<file path="src/rtl/etc_pkg.sv">
package etc_pkg;
    localparam int DIV_W = 2;

    typedef struct packed {
        logic [2:0]       trig_sel;
        logic [2:0]       slave_mode;
        logic [DIV_W-1:0] div_sel;
        logic             ext2_en;
        logic             invert;
    } cfg_t;

    localparam int CFG_W = $bits(cfg_t);

    typedef enum logic {
        ST_IDLE   = 1'b0,
        ST_ACTIVE = 1'b1
    } edge_st_e;

    localparam logic [2:0] SM_RESET = 3'b100;
    localparam logic [2:0] SM_GATED = 3'b101;
    localparam logic [2:0] SM_TRIG  = 3'b110;
    localparam logic [2:0] SM_EXT1  = 3'b111;
    localparam logic [2:0] TS_EXT   = 3'b111;
endpackage

</file>
<file path="src/rtl/etc_sync.sv">
module etc_sync #(
    parameter int STAGES = 2
) (
    input  logic clk,
    input  logic rst_n,
    input  logic d_i,
    output logic q_o
);
    logic [STAGES-1:0] chain;

    genvar g;
    generate
        for (g = 0; g < STAGES; g++) begin : g_stage
            always_ff @(posedge clk or negedge rst_n) begin
                if (!rst_n)
                    chain[g] <= 1'b0;
                else if (g == 0)
                    chain[g] <= d_i;
                else
                    chain[g] <= chain[(g == 0) ? 0 : g-1];
            end
        end
    endgenerate

    assign q_o = chain[STAGES-1];
endmodule

</file>
<file path="src/rtl/etc_edge_fsm.sv">
module etc_edge_fsm
    import etc_pkg::*;
(
    input  logic clk,
    input  logic rst_n,
    input  logic sync_i,
    input  logic invert_i,
    output logic level_o,
    output logic edge_o
);
    edge_st_e state, state_nxt;
    logic     active;

    assign active = sync_i ^ invert_i;

    always_ff @(posedge clk or negedge rst_n) begin
        if (!rst_n)
            state <= ST_IDLE;
        else
            state <= state_nxt;
    end

    always_comb begin
        state_nxt = state;
        edge_o    = 1'b0;
        level_o   = active;
        unique case (state)
            ST_IDLE: begin
                if (active) begin
                    state_nxt = ST_ACTIVE;
                    edge_o    = 1'b1;
                end
            end
            ST_ACTIVE: begin
                if (!active)
                    state_nxt = ST_IDLE;
            end
            default: state_nxt = ST_IDLE;
        endcase
    end

    // an edge pulse never lasts two cycles
    assert_edge_single_R4: assert property (@(posedge clk) disable iff (!rst_n)
        edge_o |=> !edge_o);
endmodule

</file>
<file path="src/rtl/etc_prescale.sv">
module etc_prescale
    import etc_pkg::*;
(
    input  logic             clk,
    input  logic             rst_n,
    input  logic             clr_i,
    input  logic             edge_i,
    input  logic [DIV_W-1:0] div_sel_i,
    output logic             pulse_o
);
    localparam int PC_W = (1 << DIV_W) - 1;

    logic [PC_W-1:0] pcnt;
    logic [PC_W-1:0] limit;

    assign limit   = (PC_W'(1) << div_sel_i) - PC_W'(1);
    assign pulse_o = edge_i && (pcnt == limit);

    always_ff @(posedge clk or negedge rst_n) begin
        if (!rst_n)
            pcnt <= '0;
        else if (clr_i)
            pcnt <= '0;
        else if (edge_i)
            pcnt <= (pcnt == limit) ? '0 : pcnt + PC_W'(1);
    end

    // the edge counter stays below the selected ratio
    assert_ratio_range_R5: assert property (@(posedge clk) disable iff (!rst_n)
        pcnt <= limit || $past(clr_i) || $changed(div_sel_i));
    // a configuration write restarts the prescaler
    assert_clear_on_write_R10: assert property (@(posedge clk) disable iff (!rst_n)
        clr_i |=> pcnt == '0);
endmodule

</file>
<file path="src/rtl/ext_trig_cond.sv">
module ext_trig_cond
    import etc_pkg::*;
#(
    parameter int CNT_W       = 16,
    parameter int SYNC_STAGES = 2
) (
    input  logic                 clk,
    input  logic                 rst_n,
    input  logic                 ext_trig_i,
    input  logic                 cfg_we,
    input  logic [CFG_W-1:0]     cfg_wdata,
    output logic [CFG_W-1:0]     cfg_q,
    output logic                 trig_level_o,
    output logic                 cnt_en_o,
    output logic [CNT_W-1:0]     count_o,
    output logic                 cfg_illegal_o
);
    cfg_t cfg;
    logic sync_trig;
    logic edge_pulse;
    logic presc_pulse;
    logic ext_active;
    logic mode1_ext;
    logic slave_conflict;

    always_ff @(posedge clk or negedge rst_n) begin
        if (!rst_n)
            cfg <= '0;
        else if (cfg_we)
            cfg <= cfg_t'(cfg_wdata);
    end

    assign cfg_q = cfg;

    etc_sync #(.STAGES(SYNC_STAGES)) u_sync (
        .clk   (clk),
        .rst_n (rst_n),
        .d_i   (ext_trig_i),
        .q_o   (sync_trig)
    );

    etc_edge_fsm u_edge (
        .clk      (clk),
        .rst_n    (rst_n),
        .sync_i   (sync_trig),
        .invert_i (cfg.invert),
        .level_o  (trig_level_o),
        .edge_o   (edge_pulse)
    );

    etc_prescale u_presc (
        .clk       (clk),
        .rst_n     (rst_n),
        .clr_i     (cfg_we),
        .edge_i    (edge_pulse),
        .div_sel_i (cfg.div_sel),
        .pulse_o   (presc_pulse)
    );

    assign mode1_ext  = (cfg.slave_mode == SM_EXT1) && (cfg.trig_sel == TS_EXT);
    assign ext_active = cfg.ext2_en || mode1_ext;

    always_comb begin
        unique case (cfg.slave_mode)
            SM_RESET, SM_GATED, SM_TRIG: slave_conflict = 1'b1;
            default:                     slave_conflict = 1'b0;
        endcase
    end

    assign cfg_illegal_o = cfg.ext2_en && slave_conflict && (cfg.trig_sel == TS_EXT);
    assign cnt_en_o      = presc_pulse && ext_active;

    always_ff @(posedge clk or negedge rst_n) begin
        if (!rst_n)
            count_o <= '0;
        else if (cnt_en_o)
            count_o <= count_o + CNT_W'(1);
    end

    // count steps by exactly one after an enable pulse
    assert_count_step_R11: assert property (@(posedge clk) disable iff (!rst_n)
        cnt_en_o |=> count_o == $past(count_o) + CNT_W'(1));
    // count holds without an enable pulse
    assert_count_hold_R11: assert property (@(posedge clk) disable iff (!rst_n)
        !cnt_en_o |=> $stable(count_o));
    // no enable pulse while no external clock route is selected
    assert_no_count_idle_R8: assert property (@(posedge clk) disable iff (!rst_n)
        (!cfg_q[1] && !(cfg_q[6:4] == 3'b111 && cfg_q[9:7] == 3'b111)) |-> !cnt_en_o);
endmodule

</file>
<file path="config.mk">
export PLATFORM = sky130hd
export DESIGN_NAME = ext_trig_cond
export DESIGN_NICKNAME = d
export VERILOG_FILES = /design/src/rtl/etc_pkg.sv /design/src/rtl/etc_sync.sv /design/src/rtl/etc_edge_fsm.sv /design/src/rtl/etc_prescale.sv /design/src/rtl/ext_trig_cond.sv
export SDC_FILE = /design/constraint.sdc
export NUM_CORES = 1
export LEC_CHECK = 0
export BUFFER_PORTS_ARGS = -buffer_cell sky130_fd_sc_hd__buf_2
export CAP_MARGIN = 0
export CELL_PAD_IN_SITES_DETAIL_PLACEMENT = 2
export CELL_PAD_IN_SITES_GLOBAL_PLACEMENT = 2
export CORE_UTILIZATION = 32
export DETAILED_ROUTE_END_ITERATION = 10
export PLACE_DENSITY_LB_ADDON = 0.2
export SLEW_MARGIN = 20
export SYNTH_ARGS = -nofsm -noshare
export SYNTH_HDL_FRONTEND = slang
export SYNTH_SLANG_ARGS = --single-unit
</file>
<file path="constraint.sdc">
create_clock -name clk -period 2.15 [get_ports clk]
set_input_delay 0 -clock clk [delete_from_list [all_inputs] [get_ports clk]]
set_output_delay 0 -clock clk [all_outputs]
set_load 0.02 [all_outputs]
</file>
==> Word-level counts from Yosys, hierarchy flattened <==
Index checks and enable logic that the tools add are counted.
{ "classes": {"reduce_logical": 8, "n_addsub": 3, "shift": 1, "n_eq_ne": 6, "muxes": 6, "bitwise_logic": 1} }
{ "ops": {"columns": ["operator", "n"], "rows": [
  ["$add A16 B1 Y16 const B", 1],
  ["$eq A3 B3 Y1 const B", 5],
  ["$mux W3", 3],
  ["$logic_and A1 B1 Y1", 5],
  ["$add A3 B1 Y3 const B", 1],
  ["$eq A3 B3 Y1", 1],
  ["$mux W1", 3],
  ["$reduce_or A3 Y1", 1],
  ["$shl A1 B2 Y3 const A", 1],
  ["$sub A3 B2 Y3 const B", 1],
  ["$reduce_bool A2 Y1", 1],
  ["$logic_or A1 B1 Y1", 1],
  ["$xor A1 B1 Y1", 1]
]} }
{ "word_totals": {"ff_bits": 32, "out_inout_bits": 29, "word_cells": 35, "in_bits": 14} }

==> Depth between registers and ports, before layout <==
Gate-level depths: netlist of run 1.
{ "logic_depth": {"ltp_word": 6, "mapped_depth": 6} }

==> By module <==
A second synthesis of run 1 with hierarchy kept.
{ "hier_totals": {"cells_unflattened": 118, "hier_area_um2": 1455.1} }
{ "modules_own_cells": {"columns": ["mod", "n_inst", "area_per_inst_um2", "cells_per_inst", "seq_area_each_um2"], "rows": [
  ["ext_trig_cond", 1, 1141.1, 90, 650.6],
  ["etc_prescale", 1, 221.5, 23, 75.1],
  ["etc_sync", 1, 50.0, 2, 50.0],
  ["etc_edge_fsm", 1, 42.5, 3, 25.0]
]} }

==> Worst setup path before layout of run 1 <==
No wires, ideal clock.
{ "synth_timing": {"path_kind": "register to register", "startpoint": "reg cfg, in the netlist cfg_q[0]", "endpoint": "reg count_o[1]", "period_less_slack_ns": 1.902, "setup_time_ns": 0.125, "path_slack_ns": 0.248, "path_stages_with_launch": 6, "arrival_ns": 1.778, "path_cell_list": "dfrtp_1 -> xor2_1 -> and2b_2 -> o211ai_4 -> inv_2 -> mux2_2"} }
{ "synth_between": {"elab_chain_len": 5} }
{ "synth_rtl": {"columns": ["element", "line", "rtl"], "rows": [
  ["from (decl)", "ext_trig_cond.sv:18", "cfg_t cfg;"],
  ["from (signal assigned)", "ext_trig_cond.sv:30", "cfg <= cfg_t'(cfg_wdata);"],
  ["$xor A1 B1 Y1", "etc_edge_fsm.sv:14", "assign active = sync_i ^ invert_i;"],
  ["net trig_level_o", "ext_trig_cond.sv:13", "output logic trig_level_o,"],
  ["$mux W1", "etc_edge_fsm.sv:29", "if (active) begin"],
  ["$mux W1", "etc_edge_fsm.sv:27", "unique case (state)"],
  ["$logic_and A1 B1 Y1", "etc_prescale.sv:17", "assign pulse_o = edge_i && (pcnt == limit);"],
  ["$logic_and A1 B1 Y1", "ext_trig_cond.sv:71", "assign cnt_en_o = presc_pulse && ext_active;"],
  ["net cnt_en_o", "ext_trig_cond.sv:14", "output logic cnt_en_o,"],
  ["to (signal assigned)", "ext_trig_cond.sv:77", "count_o <= count_o + CNT_W'(1);"],
  ["to (decl)", "ext_trig_cond.sv:15", "output logic [CNT_W-1:0] count_o,"]
]} }
The timed path passes the listed nets, and every way through them passes these cells.
A chain may end at the register's enable or synchronous reset.

==> Worst setup path after layout of run 1 <==
{ "layout_timing": {"startpoint": "reg cfg, in the netlist cfg_q[3]", "endpoint": "out cnt_en_o"} }
{ "layout_between": {"elab_chain_len": 5} }
{ "layout_rtl": {"columns": ["element", "line", "rtl"], "rows": [
  ["$shl A1 B2 Y3", "etc_prescale.sv:16", "assign limit = (PC_W'(1) << div_sel_i) - PC_W'(1);"],
  ["$sub A3 B2 Y3", "etc_prescale.sv:16", null],
  ["$eq A3 B3 Y1", "etc_prescale.sv:17", null],
  ["$logic_and A1 B1 Y1", "etc_prescale.sv:17", null],
  ["$logic_and A1 B1 Y1", "ext_trig_cond.sv:71", null],
  ["to (decl)", "ext_trig_cond.sv:14", null]
]} }
Every way passes these cells.

==> results of run 1 <==
==> worst max-delay path, stage by stage, from the launching register on <==
cell,delay (ns)
dfrtp_1,0.42
or3_4,0.42
a21oi_4,0.28
o211ai_4,0.17
inv_2,0.10
buf_2,0.16
==> synth_stat cells <==
master	number	share of area [%]
dfrtp_1	32	53
nor2_1	13	3.3
xor2_1	12	7.0
mux2_2	11	8.3
nand2_1	8	2.0
nand3_1	7	2.3
inv_1	4	1.0
nor3_1	4	1.3
xnor2_1	4	2.3
a21oi_1	3	1.0
and4_1	3	1.8
ha_1	2	1.7
nor3_2	2	1.3
o2111ai_4	2	3.5
a21oi_4	1	1.1
a31o_2	1	0.58
and2_4	1	0.58
and2b_2	1	0.58
and3_1	1	0.42
buf_1	1	0.25
buf_4	1	0.50
inv_2	1	0.25
nand2b_1	1	0.42
nand4b_1	1	0.58
nor2_2	1	0.42
o211ai_4	1	1.4
o21ai_0	1	0.33
or2_2	1	0.42
or3_4	1	0.75
xor2_2	1	1.1
==> cell type report <==
type	instances	area share, %
clock buffer	6	3.65
clock inverter	2	1.76
inverter	5	0.943
multi-input combinational	84	33.5
sequential	32	40.3
tap	52	3.27
timing repair buffer	54	16.6
==> stage by stage <==
| stage | setup WS, ns | hold WS [ns] | std cells | total power, uW |
|---|---|---|---|---|
| 2_1_floorplan | 0.248 | -0.296 | 123 | 903 |
| 3_3_place_gp | 0.402 | 0.0993 | 215 | 997 |
| 3_5_place_dp | 0.326 | 0.117 | 215 | 1010 |
| 4_1_cts | 0.289 | 0.0901 | 235 | 1610 |
| 5_1_grt | 0.226 | 0.150 | 235 | 1670 |
| 6_report | 0.319 | 0.0889 | 235 | 1590 |
==> timing repair <==
item	4_1_cts	5_1_grt
hold buffers	12	0
endpoints found under the hold margin	43	0
setup buffers	0	0
==> logic make-up (layout without fill, tap and decap cells) <==
kind of cell	after synthesis	after routing	share of synthesized area (%)
mux	11	11	8.27
fa+ha+maj	2	2	1.67
buf+inv	7	67	2.00
simple gates	45	45	16.2
compound gates	9	9	7.94
flops	32	32	53.5
xor+xnor	17	17	10.4
==> final timing paths <==
check	startpoint	to	cells past startpoint
max reg2reg	cfg_q[3]	count_o[1]	5
min	cfg_we	u_presc.pcnt[0]	2
max	cfg_q[3]	cnt_en_o	5
min in group asynchronous	rst_n	cfg_q[2]	2
min reg2reg	u_sync.chain[0]	u_sync.q_o	0
max in group asynchronous	rst_n	count_o[2]	2
==> per-layer routing <==
layer / track usage (%) / wire, um / up-vias / share of wire [%]
li1: - / - / 536 / -
met1: 19.3 / 1500 / 572 / 40
met2: 30.6 / 2020 / 27 / 55
met3: 3.46 / 136 / 5 / 3.7
met4: 7.33 / 52 / 0 / 1.4
met5: 0 / 0 / - / 0
==> state kept, by name (all words and copies together) (netlist names) <==
| name | cells |
|---|---|
| cfg_q | 10 |
| u_sync.chain | 1 |
| u_presc.pcnt | 3 |
| u_sync.q_o | 1 |
| u_edge.state | 1 |
| count_o | 16 |
==> power groups by stage <==
stage | Sequential (uW) | Clock, uW | Combinational (uW)
2_1_floorplan | 770 | 0 | 133
3_3_place_gp | 720 | 0 | 277
3_5_place_dp | 727 | 0 | 287
4_1_cts | 715 | 593 | 306
5_1_grt | 724 | 618 | 325
6_report | 714 | 574 | 300
==> metrics.csv, run 1 <==
metric,value,unit
Post-route DRC,0,
initial antenna violation count,0,
P_sw,463,uW
LEAKAGE,0.000971,uW
Post-DRT Antenna Nets,0,
"commonest non-fill, non-tap cell in the layout",buf_2,
row count,24,
Critical Path Source Type,register,
Final Cell Area,0.00199,mm2
Post-Syn Nets,139,
setup_tns,0,ns
Max Cap Viol,0,
status,completed,
first-pass GRT wire length,6.39,mm
syn_area_per_cell,12.2,um2
Die Area,0.00496,mm2
clk buf depth,2,
Cells after Synth,123,
routed wire length,3.71,mm
vias in the first global route,1271,
Ports,43,
VDD IR max,354,uV
multi-input logic area,667,um2
warnings from Yosys,0,
Final period util,85.1,%
critical-path maximum fanout,5,
Clk network pwr share,36.2,%
filler cell count,466,
synth unique cells,30,
Internal,1130,uW
Final nets,198,
fmax,546,MHz
Worst-Skew Late Latency,0.28,ns
Initial DRC Count,22,
"Hold Vio Cnt, Final",0,
reg2reg setup slack,0.33,ns
Chip Height,70.4,um
DR pass1 iterations,4,
core box area,0.00441,mm2
residual overflow from global routing,0,
Max Slew Vio Count,0,
buffers added on ports,42,
Die Wd,70.4,um
final setup fails,0,
Power Density,799,mW/mm2
HPWL Detailed,2.62,mm
vias,1140,
H-tree Lvls,2,
sequential power share,45.0,%
Via density,4.85,
RSZ-0062 raised after global routing,no,
WL/cell,15.8,um
Sequential Area,801,um2
share of cells above drive strength 1,40.4,%
CTS resizes,0,
Max Clock Skew,0.00459,ns
Clock transition at path regs,0.07,ns
"Data required, critical path",2.15,ns
GP Congestion,0.779,
CTS sink cnt,32,
sequential area share after synthesis,53.5,%
mapped cell area,0.00150,mm2
most frequent cells in the layout,"buf_2, dfrtp_1, nor2_1, xor2_1, dlygate4sd3_1",
Area growth syn-to-layout,32.8,%
critical path class,register to output port,
Worst-Margin Slew,0.740,ns
Tmin final,1.83,ns
CTS root buf,clkbuf_8,
slew margin rel.,50.6,%
combinational cell fraction of total power,18.9,%
Initial Util,33.9,%
post-layout util,45.1,%
Post-DP Area,0.00176,mm2
Net Sw Frac,29.2,%
Critical Path AT,1.83,ns
largest net degree at the start of global routing,33,
Ant. Diodes,0,
Hold Crit Class,input port to register,
register bit total from synthesis,32,
Worst Setup End Kind,output port,
CTS tree,done,
CTS Buf Count,5,
GR Util All Layers,17.0,%
No activity file was read; power rests on OpenSTA's default activity.
==> run 2, diff against run 1 <==
--- a/config.mk
+++ b/config.mk
@@ -5,11 +5,12 @@
 export SDC_FILE = /design/constraint.sdc
 export NUM_CORES = 1
 export LEC_CHECK = 0
+export ABC_AREA = 1
 export BUFFER_PORTS_ARGS = -buffer_cell sky130_fd_sc_hd__buf_2
 export CAP_MARGIN = 0
 export CELL_PAD_IN_SITES_DETAIL_PLACEMENT = 2
 export CELL_PAD_IN_SITES_GLOBAL_PLACEMENT = 2
-export CORE_UTILIZATION = 32
+export CORE_UTILIZATION = 28
 export DETAILED_ROUTE_END_ITERATION = 10
 export PLACE_DENSITY_LB_ADDON = 0.2
 export SLEW_MARGIN = 20
==> run 2 against run 1 <==
Compared with the run above: non-clock buffer count did not move; routed wire length is 39% higher; worst hold slack lost 0.011 ns; count of clock-buffer cells in the layout increased by 1; register-to-register slack improved by 0.25 ns; cell count rose by 55%; first-iteration DRC count increased by 64%; flip-flop and latch count stayed put; critical path type unchanged; largest cell class unchanged.
==> metrics.csv, run 2 <==
metric,value,unit,change
status,completed,,unchanged
RSZ-0062 raised after global routing,no,,unchanged
max FFs per register,16,,unchanged
Post-route DRC,0,,unchanged
Post-Syn Nets,251,,was 139
routed wire length,5.16,mm,was 3.71 mm
HPWL Detailed,3.48,mm,was 2.62 mm
"FFs w/ async S/R, synth",100,%,unchanged
largest area contributor in the netlist,dfrtp_1,,unchanged
most frequent cells in the layout,"nand2_1, buf_2, dfrtp_1, nor2_1, inv_1",,"was buf_2, dfrtp_1, nor2_1, xor2_1, dlygate4sd3_1"
Ports,43,,unchanged
Final Cell Area,0.00222,mm2,was 0.00199 mm2
DR pass1 iterations,4,,unchanged
vias in the first global route,1884,,"was 1,271"
top post-synthesis cells by area,"dfrtp_1, nand2_1, nor2_1",,"was dfrtp_1, mux2_2, xor2_1"
fmax,544,MHz,was 546 MHz
vias,1718,,"was 1,140"
Post-DP Area,0.00197,mm2,was 0.00176 mm2
reg2reg setup slack,0.58,ns,was 0.33 ns
Worst-Skew Late Latency,0.29,ns,was 0.28 ns
worst r2r src,cfg_q[0],,was cfg_q[3]
sequential area share after synthesis,47.2,%,was 53.5%
CTS Buf Count,5,,unchanged
Area growth syn-to-layout,30.6,%,was 32.8%
total power,1690,uW,was 1590 uW
first-pass GRT wire length,8.98,mm,was 6.39 mm
largest net degree at the start of global routing,33,,unchanged
hold path endpoint,cfg_q[3],,was u_presc.pcnt[0]
clk buf depth,2,,unchanged
core box area,0.00568,mm2,was 0.00441 mm2
GR Util All Layers,18.5,%,was 17.0%
Clock transition at path regs,0.08,ns,was 0.07 ns
critical path class,register to output port,,unchanged
Max Slew Vio Count,0,,unchanged
initial antenna violation count,0,,unchanged
"commonest non-fill, non-tap cell in the layout",nand2_1,,was buf_2
Critical Path Source Type,register,,unchanged
Chip Height,79.8,um,was 70.4 um
"EDFF count, synth",0,,unchanged
GP Congestion,0.748,,was 0.779
CTS resizes,0,,unchanged
register bit total from synthesis,32,,unchanged
worst hold path stage count,3,,was 2
row count,27,,was 24
Max Cap Viol,0,,unchanged
Cells after Synth,235,,was 123
CTS sink cnt,32,,unchanged
Ant. Diodes,0,,unchanged
buffers added on ports,42,,unchanged
CTS tree,done,,unchanged
critical-path maximum fanout,17,,was 5
VDD IR max,324,uV,was 354 uV
Final nets,308,,was 198
Biggest register,count_o,,unchanged
Hold Crit Class,input port to register,,unchanged
Worst Setup End Kind,output port,,unchanged
Final period util,85.6,%,was 85.1%
"Hold Vio Cnt, Final",0,,unchanged
Synth top area share,47.2,%,was 53.5%
slew margin rel.,49.2,%,was 50.6%
warnings from Yosys,0,,unchanged
Worst-Margin Slew,0.762,ns,was 0.740 ns
WL/cell,14.1,um,was 15.8 um
"Data required, critical path",2.15,ns,about the same
mapped cell area,0.00170,mm2,was 0.00150 mm2
Tmin final,1.84,ns,was 1.83 ns
R2R depth,9,,was 5
FF-to-FF End,count_o[5],,was count_o[1]
top-count cell post-synth,nand2_1,,was dfrtp_1
Synth Flop Type,dfrtp_1,,unchanged
Critical Path AT,1.84,ns,was 1.83 ns
Post-DRT Antenna Nets,0,,unchanged
synth unique cells,23,,was 30
Initial Util,29.9,%,was 33.9%
Max Clock Skew,0.00944,ns,was 0.00459 ns
Die Wd,79.8,um,was 70.4 um
Via density,4.71,,was 4.85
LEAKAGE,0.00120,uW,was 0.000971 uW
H-tree Lvls,2,,unchanged
Power Density,762,mW/mm2,was 799 mW/mm2
share of cells above drive strength 1,19.5,%,was 40.4%
Post-synth top cells,"nand2_1, dfrtp_1, nor2_1",,"was dfrtp_1, nor2_1, xor2_1"
Die Area,0.00637,mm2,was 0.00496 mm2
WHS,0.0783,ns,was 0.0889 ns
residual overflow from global routing,0,,unchanged
setup_tns,0,ns,unchanged
syn_area_per_cell,7.22,um2,was 12.2 um2
postcts setup bufs,0,,unchanged
final setup fails,0,,unchanged
Initial DRC Count,36,,was 22
post-layout util,39.0,%,was 45.1%
CTS root buf,clkbuf_8,,unchanged
Worst Min Path Start,cfg_we,,unchanged
==> run 2: cell types whose count changed in the layout (fill, tap and decap cells not counted), moves of 5 or more <==
cell     change
inv_1       +13
nand4_1      +6
mux2_2      -11
o21ai_0      +5
nor2_1       +5
xor2_1       -9
nand2_1    +112
==> run 2: layout make-up <==
class                      instances  area (um2)
clock buffer                       7        96.3
clock inverter                     1        30.0
fill                             700        3460
inverter                          20        76.3
multi-input combinational        179         792
sequential                        32         801
tap                               72        90.1
timing repair buffer              54         330
==> run 2: logic make-up after synthesis <==
| group | share of synthesized area, % |
|---|---|
| simple gates | 37.8 |
| flops | 47.2 |
| buf+inv | 6.12 |
| compound gates | 3.24 |
| xor+xnor | 4.13 |
| fa+ha+maj | 1.47 |
==> run 2: worst max-delay path, cell delays in order (launching register included) <==
cell     delay, ns
dfrtp_1       0.41
inv_1         0.09
nand2_1       0.06
nand2_1       0.10
nand2_1       0.10
inv_1         0.06
nand2_1       0.09
nor2_4        0.38
buf_2         0.25
==> run 2: worst max path at each step <==
stage                     startpoint           to  slack (ns)  cells past startpoint
after floorplan           count_o[1]  count_o[14]        0.73                      8
after global placement      cfg_q[3]     cnt_en_o        0.63                      6
after detailed placement    cfg_q[3]   count_o[5]        0.58                      5
after CTS                   cfg_q[3]     cnt_en_o        0.27                      4
after global routing        cfg_q[0]     cnt_en_o        0.09                      8
final                       cfg_q[0]     cnt_en_o        0.31                      8
==> run 2: timing repair <==
action,in CTS,in global routing
hold buffers,12,0
setup endpoints to repair,0,0
endpoints found under the hold margin,43,0
==> run 2: report_power, final <==
part	internal [uW]	switching [uW]	total [uW]
combinational	112	198	310
clock	409	252	661
sequential	655	61.3	717
==> run 2: metrics by stage <==
step | cells | setup slack (ns)
2_1_floorplan | 235 | 0.727
3_3_place_gp | 345 | 0.634
3_5_place_dp | 345 | 0.579
4_1_cts | 365 | 0.268
5_1_grt | 365 | 0.0938
6_report | 365 | 0.310
==> run 2: metal layers <==
metal	share of wire [%]	routed length, um	up-vias	track usage, %
met5	0	0	-	0
met4	1.5	75	0	6.25
met3	2.6	136	7	3.66
met2	49	2520	28	31.8
met1	47	2430	845	22.8
li1	-	-	838	-
==> run 3, diff against run 2 <==
--- a/config.mk
+++ b/config.mk
@@ -12,6 +12,7 @@
 export CELL_PAD_IN_SITES_GLOBAL_PLACEMENT = 2
 export CORE_UTILIZATION = 28
 export DETAILED_ROUTE_END_ITERATION = 10
+export MAX_ROUTING_LAYER = met4
 export PLACE_DENSITY_LB_ADDON = 0.2
 export SLEW_MARGIN = 20
 export SYNTH_ARGS = -nofsm -noshare
==> run 3 against run 2 <==
Compared with the run above: die area unchanged; via count decreased by 0.93%; cell count is the same; routed wire length fell by 0.41%.
==> metrics.csv, run 3 (same netlist as run 2, synthesis figures left out) <==
metric,value,unit,change
Max Cap Viol,0,,unchanged
max FFs per register,16,,unchanged
clk buf depth,2,,unchanged
critical-path maximum fanout,17,,unchanged
share of cells above drive strength 1,19.5,%,unchanged
CTS tree,done,,unchanged
Final period util,86.1,%,was 85.6%
Die Area,0.00637,mm2,unchanged
"non-filler cells, final",365,,unchanged
GP Congestion,0.757,,was 0.748
Final Cell Area,0.00222,mm2,unchanged
postcts setup bufs,0,,unchanged
initial antenna violation count,0,,unchanged
Critical Path AT,1.85,ns,was 1.84 ns
row count,27,,unchanged
"Hold Vio Cnt, Final",0,,unchanged
Ant. Diodes,0,,unchanged
Final nets,308,,unchanged
Critical Path Source Type,register,,unchanged
Worst Setup End Kind,output port,,unchanged
slew margin rel.,49.4,%,was 49.2%
Worst path slowest cell,dfrtp_1,,unchanged
first-pass GRT wire length,8.95,mm,was 8.98 mm
CTS resizes,0,,unchanged
GR Util All Layers,18.9,%,was 18.5%
setup_tns,0,ns,unchanged
Post-DRT Antenna Nets,0,,unchanged
post-layout util,39.0,%,unchanged
Post-DP Area,0.00197,mm2,unchanged
final setup fails,0,,unchanged
CTS Buf Count,5,,unchanged
buffers added on ports,42,,unchanged
Power Density,759,mW/mm2,was 762 mW/mm2
Via density,4.66,,was 4.71
Max Clock Skew,0.00765,ns,was 0.00944 ns
critical path class,register to output port,,unchanged
most frequent cells in the layout,"nand2_1, buf_2, dfrtp_1, nor2_1, inv_1",,unchanged
Clock transition at path regs,0.08,ns,about the same
CTS sink cnt,32,,unchanged
Die Wd,79.8,um,unchanged
Chip Height,79.8,um,unchanged
vias,1702,,"was 1,718"
LEAKAGE,0.00120,uW,unchanged
Worst path max stage delay,0.41,ns,about the same
largest net degree at the start of global routing,33,,unchanged
H-tree Lvls,2,,unchanged
Max Slew Vio Count,0,,unchanged
Worst-Skew Late Latency,0.29,ns,about the same
core box area,0.00568,mm2,unchanged
Ports,43,,unchanged
placed insts,345,,unchanged
"commonest non-fill, non-tap cell in the layout",nand2_1,,unchanged
HPWL Detailed,3.48,mm,unchanged
WHS,0.0804,ns,was 0.0783 ns
Post-route DRC,0,,unchanged
residual overflow from global routing,0,,unchanged
"Data required, critical path",2.15,ns,about the same
"Critical Path, Cell by Cell",inv_1 > nand2_1 > nand2_1 > nand2_1 > inv_1 > nand2_1 > nor2_4 > buf_2,,unchanged
VDD IR max,324,uV,about the same
routed wire length,5.14,mm,was 5.16 mm
CP most frequent cell,nand2_1,,unchanged
vias in the first global route,1885,,"was 1,884"
CTS root buf,clkbuf_8,,unchanged
WL/cell,14.1,um,about the same
DR pass1 iterations,2,,was 4
Initial Util,29.9,%,unchanged
RSZ-0062 raised after global routing,no,,unchanged
hold-fix buffers at CTS,12,,unchanged
fmax,540,MHz,was 544 MHz
Biggest register,count_o,,unchanged
Initial DRC Count,30,,was 36
Area growth syn-to-layout,30.6,%,unchanged
Tmin final,1.85,ns,was 1.84 ns
Worst-Margin Slew,0.758,ns,was 0.762 ns
status,completed,,unchanged
Hold Crit Class,input port to register,,unchanged
## run 3: cell counts in the layout (fill, tap and decap cells not counted)
No cell type changed its count.
## run 3: routing by layer
layer | global-route usage, % | part of all wire (%) | up-vias
met5 | - | 0 | -
met4 | 6.25 | 1.4 | 0
met3 | 3.66 | 2.2 | 8
met2 | 31.7 | 49 | 23
met1 | 22.8 | 48 | 831
li1 | - | - | 840
## run 3: critical path: cells and delay by family, from the launching register on
kind | cells | cell delay [ns]
buffers and inverters | 3 | 0.41
DFF | 1 | 0.41
and+or+nand+nor | 5 | 0.75
## run 3: worst paths after layout
kind	start	endpoint	slack [ns]	depth (start not counted)
setup reg to reg	cfg_q[0]	count_o[5]	0.57	9
min in group asynchronous	rst_n	cfg_q[2]	0.32	2
hold / removal	cfg_we	cfg_q[3]	0.08	3
setup / recovery	cfg_q[0]	cnt_en_o	0.30	8
max in group asynchronous	rst_n	count_o[10]	1.34	2
hold reg to reg	u_sync.chain[0]	u_sync.q_o	0.35	0
## run 3: power by group
| part | switching (uW) | internal (uW) |
|---|---|---|
| sequential | 61.5 | 655 |
| combinational | 198 | 112 |
| clock | 246 | 409 |
| total | 506 | 1180 |
## run 3: cell type report
| class | count | area (um2) |
|---|---|---|
| fill | 700 | 3460 |
| sequential | 32 | 801 |
| multi-input combinational | 179 | 792 |
| timing repair buffer | 54 | 330 |
| clock buffer | 7 | 96.3 |
| tap | 72 | 90.1 |
| inverter | 20 | 76.3 |
| clock inverter | 1 | 30.0 |
## run 3: stage by stage
stage                     setup slack, ns  total power, uW
final                               0.298             1680
after global routing               0.0938             1780
after CTS                           0.268             1710
after detailed placement            0.579             1020
after global placement              0.634             1010
after floorplan                     0.727              911
